`config.mk`:
```
export PLATFORM = sky130hd
export DESIGN_NAME = txr_engine
export DESIGN_NICKNAME = d
export VERILOG_FILES = /design/src/rtl/txr_pkg.sv /design/src/rtl/txr_desc_mem.sv /design/src/rtl/txr_buf_mem.sv /design/src/rtl/txr_ctrl.sv /design/src/rtl/txr_engine.sv
export SDC_FILE = /design/constraint.sdc
export NUM_CORES = 2
export LEC_CHECK = 0
export ABC_AREA = 1
export BUFFER_PORTS_ARGS = -buffer_cell sky130_fd_sc_hd__buf_2
export CAP_MARGIN = 25
export CORE_MARGIN = 2
export CORE_UTILIZATION = 25
export DETAILED_ROUTE_END_ITERATION = 8
export MAX_ROUTING_LAYER = met4
export PLACE_DENSITY_LB_ADDON = 0.05
export REMOVE_ABC_BUFFERS = 1
export SLEW_MARGIN = 20
export SYNTH_ARGS = -nofsm -noshare
export SYNTH_HDL_FRONTEND = slang
export SYNTH_HIERARCHICAL = 1
export SYNTH_SLANG_ARGS = --single-unit
```
`constraint.sdc`:
```
create_clock -name clk -period 3 [get_ports clk]
set_input_delay 0.15 -clock clk [delete_from_list [all_inputs] [get_ports clk]]
set_output_delay 0.15 -clock clk [all_outputs]
set_load 0.1 [all_outputs]
```
`src/rtl/txr_pkg.sv`:
```
package txr_pkg;

    localparam int CTRL_W   = 16;
    localparam int LEN_W    = 16;
    localparam int PTR_W    = 32;

    // Control word bit positions (software-visible layout)
    localparam int B_READY  = 15;
    localparam int B_PAD    = 14;
    localparam int B_WRAP   = 13;
    localparam int B_IRQ    = 12;
    localparam int B_LAST   = 11;
    localparam int B_CRC    = 10;
    localparam int B_PADDED = 1;
    localparam int B_RINGER = 0;

    typedef struct packed {
        logic [CTRL_W-1:0] ctrl;
        logic [LEN_W-1:0]  len;
        logic [PTR_W-1:0]  ptr;
    } txd_t;

    typedef enum logic [1:0] {
        ST_FETCH,
        ST_DATA,
        ST_PAD,
        ST_WB
    } txr_state_e;

    // Status-bearing word written back when a buffer completes
    function automatic logic [CTRL_W-1:0] done_word(
        input logic [CTRL_W-1:0] c,
        input logic              padded,
        input logic              ring_err
    );
        logic [CTRL_W-1:0] w;
        w           = c;
        w[B_READY]  = 1'b0;
        w[B_PADDED] = padded;
        w[B_RINGER] = ring_err;
        return w;
    endfunction

    // Padding applies only on a last buffer that asks for it and is short
    function automatic logic needs_pad(
        input logic [CTRL_W-1:0] c,
        input logic [LEN_W-1:0]  frame_len,
        input logic [LEN_W-1:0]  target
    );
        return c[B_LAST] && c[B_PAD] && (frame_len < target);
    endfunction

endpackage

```
`src/rtl/txr_desc_mem.sv`:
```
module txr_desc_mem
    import txr_pkg::*;
#(
    parameter int NUM_DESC = 8,
    parameter int IW       = $clog2(NUM_DESC)
) (
    input  logic              clk,
    input  logic              rst,
    input  logic              host_we,
    input  logic [IW-1:0]     host_idx,
    input  txd_t              host_desc,
    input  logic [IW-1:0]     eng_idx,
    output txd_t              eng_desc,
    input  logic              wb_en,
    input  logic [IW-1:0]     wb_idx,
    input  logic [CTRL_W-1:0] wb_ctrl,
    input  logic [IW-1:0]     rd_idx,
    output logic [CTRL_W-1:0] rd_ctrl
);

    txd_t table_q [NUM_DESC];

    // Host write placed last so it wins over a same-entry writeback
    always_ff @(posedge clk) begin
        if (rst) begin
            for (int i = 0; i < NUM_DESC; i++) begin
                table_q[i] <= '0;
            end
        end else begin
            if (wb_en) begin
                table_q[wb_idx].ctrl <= wb_ctrl;
            end
            if (host_we) begin
                table_q[host_idx] <= host_desc;
            end
        end
    end

    assign eng_desc = table_q[eng_idx];
    assign rd_ctrl  = table_q[rd_idx].ctrl;

    // Writeback must leave the entry owned by software
    logic          chk_pend;
    logic [IW-1:0] chk_idx;
    always_ff @(posedge clk) begin
        if (rst) begin
            chk_pend <= 1'b0;
            chk_idx  <= '0;
        end else begin
            chk_pend <= wb_en && !(host_we && host_idx == wb_idx);
            chk_idx  <= wb_idx;
        end
    end

    assert_ready_cleared_R8: assert property (@(posedge clk) disable iff (rst)
        chk_pend |-> !table_q[chk_idx].ctrl[B_READY]);

endmodule

```
`src/rtl/txr_buf_mem.sv`:
```
module txr_buf_mem #(
    parameter int BUF_BYTES = 256,
    parameter int BUF_AW    = $clog2(BUF_BYTES)
) (
    input  logic              clk,
    input  logic              we,
    input  logic [BUF_AW-1:0] waddr,
    input  logic [7:0]        wdata,
    input  logic [BUF_AW-1:0] raddr,
    output logic [7:0]        rdata
);

    logic [7:0] bytes_q [BUF_BYTES];

    always_ff @(posedge clk) begin
        if (we) begin
            bytes_q[waddr] <= wdata;
        end
    end

    assign rdata = bytes_q[raddr];

endmodule

```
`src/rtl/txr_ctrl.sv`:
```
module txr_ctrl
    import txr_pkg::*;
#(
    parameter int NUM_DESC = 8,
    parameter int IW       = $clog2(NUM_DESC),
    parameter int BUF_AW   = 8
) (
    input  logic              clk,
    input  logic              rst,
    input  logic              enable,
    input  logic [LEN_W-1:0]  min_len,
    input  logic [7:0]        pad_byte,
    input  txd_t              desc,
    output logic [IW-1:0]     idx,
    output logic              wb_en,
    output logic [IW-1:0]     wb_idx,
    output logic [CTRL_W-1:0] wb_ctrl,
    output logic [BUF_AW-1:0] buf_raddr,
    input  logic [7:0]        buf_rdata,
    output logic              tx_valid,
    output logic [7:0]        tx_data,
    output logic              tx_eof,
    output logic              crc_req,
    output logic              evt_done,
    output logic              evt_err
);

    txr_state_e        state;
    logic [CTRL_W-1:0] cur_ctrl;
    logic [LEN_W-1:0]  cur_len;
    logic [PTR_W-1:0]  cur_ptr;
    logic [LEN_W-1:0]  cnt;
    logic [LEN_W-1:0]  flen;
    logic              padded;
    logic              ring_err;

    logic [LEN_W-1:0]  flen_nx;
    logic              final_byte;

    assign flen_nx    = flen + 16'd1;
    assign final_byte = (cnt == cur_len - 16'd1);
    assign buf_raddr  = cur_ptr[BUF_AW-1:0] + cnt[BUF_AW-1:0];

    assign wb_en   = (state == ST_WB);
    assign wb_idx  = idx;
    assign wb_ctrl = done_word(cur_ctrl, padded, ring_err);

    function automatic logic [IW-1:0] step_idx(input logic [IW-1:0] i, input logic w);
        if (w || i == IW'(NUM_DESC - 1)) begin
            return '0;
        end
        return i + 1'b1;
    endfunction

    always_ff @(posedge clk) begin
        if (rst) begin
            state    <= ST_FETCH;
            idx      <= '0;
            cur_ctrl <= '0;
            cur_len  <= '0;
            cur_ptr  <= '0;
            cnt      <= '0;
            flen     <= '0;
            padded   <= 1'b0;
            ring_err <= 1'b0;
            tx_valid <= 1'b0;
            tx_data  <= '0;
            tx_eof   <= 1'b0;
            crc_req  <= 1'b0;
            evt_done <= 1'b0;
            evt_err  <= 1'b0;
        end else begin
            tx_valid <= 1'b0;
            tx_eof   <= 1'b0;
            crc_req  <= 1'b0;
            evt_done <= 1'b0;
            evt_err  <= 1'b0;
            case (state)
                ST_FETCH: begin
                    if (enable && desc.ctrl[B_READY]) begin
                        cur_ctrl <= desc.ctrl;
                        cur_len  <= desc.len;
                        cur_ptr  <= desc.ptr;
                        cnt      <= '0;
                        padded   <= 1'b0;
                        if (idx == '0 && desc.ctrl[B_WRAP]) begin
                            ring_err <= 1'b1;
                            state    <= ST_WB;
                        end else begin
                            ring_err <= 1'b0;
                            if (desc.len != '0) begin
                                state <= ST_DATA;
                            end else if (needs_pad(desc.ctrl, flen, min_len)) begin
                                state <= ST_PAD;
                            end else begin
                                state <= ST_WB;
                            end
                        end
                    end
                end
                ST_DATA: begin
                    tx_valid <= 1'b1;
                    tx_data  <= buf_rdata;
                    cnt      <= cnt + 16'd1;
                    flen     <= flen_nx;
                    if (final_byte) begin
                        if (needs_pad(cur_ctrl, flen_nx, min_len)) begin
                            state <= ST_PAD;
                        end else begin
                            tx_eof <= cur_ctrl[B_LAST];
                            state  <= ST_WB;
                        end
                    end
                end
                ST_PAD: begin
                    tx_valid <= 1'b1;
                    tx_data  <= pad_byte;
                    flen     <= flen_nx;
                    padded   <= 1'b1;
                    if (flen_nx >= min_len) begin
                        tx_eof <= 1'b1;
                        state  <= ST_WB;
                    end
                end
                ST_WB: begin
                    crc_req  <= cur_ctrl[B_LAST] && cur_ctrl[B_CRC] && !ring_err;
                    evt_done <= cur_ctrl[B_IRQ] && !ring_err;
                    evt_err  <= cur_ctrl[B_IRQ] && ring_err;
                    idx      <= step_idx(idx, cur_ctrl[B_WRAP]);
                    if (cur_ctrl[B_LAST] || ring_err) begin
                        flen <= '0;
                    end
                    state <= ST_FETCH;
                end
                default: state <= ST_FETCH;
            endcase
        end
    end

    // End of frame is followed by the writeback gap, never by another byte
    assert_eof_closes_R4: assert property (@(posedge clk) disable iff (rst)
        tx_eof |=> !tx_valid);

    // Pad bytes are only produced while the frame is short of the target
    assert_pad_short_R5: assert property (@(posedge clk) disable iff (rst)
        (state == ST_PAD) |-> (flen < min_len));

    // CRC request only follows the writeback of a last buffer
    assert_crc_on_last_R7: assert property (@(posedge clk) disable iff (rst)
        crc_req |-> ($past(state == ST_WB) && $past(cur_ctrl[B_LAST])));

    // Index only moves at writeback
    assert_idx_hold_R9: assert property (@(posedge clk) disable iff (rst)
        (state != ST_WB) |=> (idx == $past(idx)));

    // Done and error events are exclusive
    assert_evt_exclusive_R11: assert property (@(posedge clk) disable iff (rst)
        !(evt_done && evt_err));

endmodule

```
`src/rtl/txr_engine.sv`:
```
module txr_engine
    import txr_pkg::*;
#(
    parameter int NUM_DESC  = 8,
    parameter int BUF_BYTES = 256,
    localparam int IW       = $clog2(NUM_DESC),
    localparam int BUF_AW   = $clog2(BUF_BYTES)
) (
    input  logic              clk,
    input  logic              rst,
    input  logic              enable,
    input  logic [15:0]       min_len,
    input  logic [7:0]        pad_byte,
    input  logic              dsc_we,
    input  logic [IW-1:0]     dsc_widx,
    input  logic [15:0]       dsc_wctrl,
    input  logic [15:0]       dsc_wlen,
    input  logic [31:0]       dsc_wptr,
    input  logic [IW-1:0]     dsc_ridx,
    output logic [15:0]       dsc_rctrl,
    input  logic              buf_we,
    input  logic [BUF_AW-1:0] buf_waddr,
    input  logic [7:0]        buf_wdata,
    output logic              tx_valid,
    output logic [7:0]        tx_data,
    output logic              tx_eof,
    output logic              tx_crc_req,
    output logic              evt_done,
    output logic              evt_err,
    output logic [IW-1:0]     cur_idx
);

    txd_t              host_desc;
    txd_t              eng_desc;
    logic              wb_en;
    logic [IW-1:0]     wb_idx;
    logic [CTRL_W-1:0] wb_ctrl;
    logic [BUF_AW-1:0] buf_raddr;
    logic [7:0]        buf_rdata;

    assign host_desc = '{ctrl: dsc_wctrl, len: dsc_wlen, ptr: dsc_wptr};

    txr_desc_mem #(.NUM_DESC(NUM_DESC), .IW(IW)) u_desc (
        .clk       (clk),
        .rst       (rst),
        .host_we   (dsc_we),
        .host_idx  (dsc_widx),
        .host_desc (host_desc),
        .eng_idx   (cur_idx),
        .eng_desc  (eng_desc),
        .wb_en     (wb_en),
        .wb_idx    (wb_idx),
        .wb_ctrl   (wb_ctrl),
        .rd_idx    (dsc_ridx),
        .rd_ctrl   (dsc_rctrl)
    );

    txr_buf_mem #(.BUF_BYTES(BUF_BYTES), .BUF_AW(BUF_AW)) u_buf (
        .clk   (clk),
        .we    (buf_we),
        .waddr (buf_waddr),
        .wdata (buf_wdata),
        .raddr (buf_raddr),
        .rdata (buf_rdata)
    );

    txr_ctrl #(.NUM_DESC(NUM_DESC), .IW(IW), .BUF_AW(BUF_AW)) u_ctrl (
        .clk       (clk),
        .rst       (rst),
        .enable    (enable),
        .min_len   (min_len),
        .pad_byte  (pad_byte),
        .desc      (eng_desc),
        .idx       (cur_idx),
        .wb_en     (wb_en),
        .wb_idx    (wb_idx),
        .wb_ctrl   (wb_ctrl),
        .buf_raddr (buf_raddr),
        .buf_rdata (buf_rdata),
        .tx_valid  (tx_valid),
        .tx_data   (tx_data),
        .tx_eof    (tx_eof),
        .crc_req   (tx_crc_req),
        .evt_done  (evt_done),
        .evt_err   (evt_err)
    );

endmodule

```
==> results_dict.tcl <==
set metrics [dict create \
    syn_area_um2 107000 \
    grt_first_pass_wirelength_um 593000 \
    wl_um 418000 \
    cts_buffers 308 \
    tightest_slew_ns 0.961 \
    crit_slowest_cell "fa_2" \
    grt_pass1_vias 77800 \
    grt_max_degree 83 \
    worstPathMaxFanout 16 \
    grt_util_all_layers_pct 19.4 \
    period_minus_slack_ns 3.20 \
    fin_crit_sh_pct 107 \
    io_buffers 122 \
    fin_area_um2 132000 \
    clock-sinks 2457 \
    die_w_um 659 \
    yosys_warnings 6 \
    filler_cell_count 43900 \
    crit_buf_inv 4 \
    violations "setup timing" \
    synthCells 10200 \
    cp.required_ns 3.82 \
    post-route-util_pct 31.0 \
    initial_utilization_pct 25.1 \
    layout.cells.non_filler 16800 \
    cts_tree "yes" \
    rows 240 \
    ios 147 \
    placed_cells 16100 \
    drt-initial-drc-count 5627 \
    slew_violations 0 \
    routed_via_density 4.61 \
    skew_ns 0.0408 \
    cts_max_path_buffers 4 \
    setup.worst_path.start_class "flip-flop" \
    maxCapViolations 0 \
    path_clk_slew_ns 0.06 \
    max_slew_margin_pct 35.7 \
    hold_path.class "input pin to flip-flop" \
    dp_hpwl_um 266000 \
    fp.dieH_um 659 \
    die_area_um2 434000 \
    place_congestion 0.832 \
    leakage_uw 0.0499 \
    hold_violations 0 \
    setup_viol 8 \
    slowest_delay_ns 0.38 \
    drcViolationCount 0 \
    vias 77300 \
    area_growth_syn_to_layout_pct 23.4 \
    antenna_left 0 \
    mostFrequentLayoutCells "3,243 x nand2_1, 2,368 x edfxtp_1, 2,216 x nand3_1, 622 x buf_4, 542 x nor2_1" \
    overflow 0 \
    htree_levels 5 \
    root_buffer "clkbuf_16" \
    cp_top_family "simple AND/OR/NAND/NOR gates" \
    postSynthAreaPerCell_um2 10.5 \
    status "finished with violations" \
    fin_ws_ns -0.200 \
    tns_ns -1.27 \
    critPathArrivalTime_ns 4.02 \
    drive_above_1_share_pct 15.0 \
    rsz0062_at_grt "true" \
    cp_cell_sequence "ha_4, inv_2, fa_2, xnor2_4, buf_8, buf_16, buf_12, nand3_1, nand3_1, nand3_2, nand3_2, nand3_2, nand2_2, nand2_1, nand2_1, nand2_1, a21oi_1" \
    clock_latency_ns 0.93 \
    finalNetCount 11000 \
    peakVddDrop_mv 0.398 \
    critPathKind "flip-flop to flip-flop" \
    final_common_cell "nand2_1" \
    end_kind "flip-flop" \
    routedWlPerCell_um 24.9 \
    placed_cell_area_um2 120000 \
    antenna_found_initial 12 \
    power_density_nw_per_um2 759 \
    firstDrtPassIters 6 \
    core_um2 427000 \
    fmax_ghz 0.312 \
]
final cells by class:
class | count | area, µm² | share of cell area [%]
flip-flops and latches | 2457 | 72900 | 55.1
multi-input cells | 6543 | 30200 | 22.8
repair buffers | 1022 | 10600 | 8.04
clock buffers | 395 | 8290 | 6.26
well taps | 5687 | 7120 | 5.38
inverters | 508 | 1980 | 1.49
clock inverters | 154 | 1250 | 0.942
diodes | 3 | 7.51 | 0.00567
through the flow:
step                      setup slack (ns)  hold WS [ns]  total power, µW
after detailed placement            -0.748         0.472            64000
after global routing                -0.307         0.125           105000
final                               -0.200         0.143           100000
after floorplan                     -39.94         0.219            47700
after global placement              -0.827         0.475            64300
after CTS                           -0.248        0.0728           102000
sequential cells by signal (all words and copies together) (netlist names), 2 cells and up:
register and cells:
u_buf/bytes_q 2048, u_ctrl/cnt 16, u_desc/table_q 320, u_ctrl/cur_len 16, u_ctrl/tx_data 8, u_ctrl/cur_ctrl 13, u_ctrl/idx 3, u_ctrl/cur_ptr 8
u_ctrl/flen 16, u_ctrl/state 2
worst min-delay path: cells and delay by family:
kind | cells | cell delay (ns)
buf+inv | 2 | 0.34
simple gates | 3 | 0.36
power breakdown:
group / switching (µW) / internal (µW)
Clock: 15100 / 20900
Combinational: 17600 / 8510
Sequential: 303 / 38100
Total: 33000 / 67400
path summary, 6_finish.rpt:
| kind | from | to | slack (ns) | depth (start not counted) |
|---|---|---|---|---|
| worst min register to register | u_ctrl/cur_ptr[5] | u_ctrl/cur_ptr[5] | 0.48 | 2 |
| worst max-delay path | u_ctrl/cur_ptr[0] | u_ctrl/tx_data[3] | -0.20 | 17 |
| worst min-delay path | buf_waddr[5] | u_buf/bytes_q[198][1] | 0.14 | 5 |
| worst max register to register | u_ctrl/cur_ptr[0] | u_ctrl/tx_data[3] | -0.20 | 17 |
routing by layer:
metal | up-vias | wire, µm | share of wire (%) | track usage, %
met5 | - | 0 | 0 | -
met4 | 0 | 11100 | 2.7 | 4.94
met3 | 520 | 14500 | 3.5 | 1.81
met2 | 1658 | 203000 | 48 | 32.2
met1 | 38900 | 190000 | 45 | 25.4
li1 | 36200 | - | - | -
repair_timing:
action / CTS / global route
hold endpoints to repair: 1507 / 0
setup endpoints to repair: 11 / 11
resized for setup: 233 / 85
hold buffers: 65 / 0
setup buffers: 15 / 15
cloned: 12 / 2
pin swaps: 26 / 24
(Power assumes the default switching activity.)
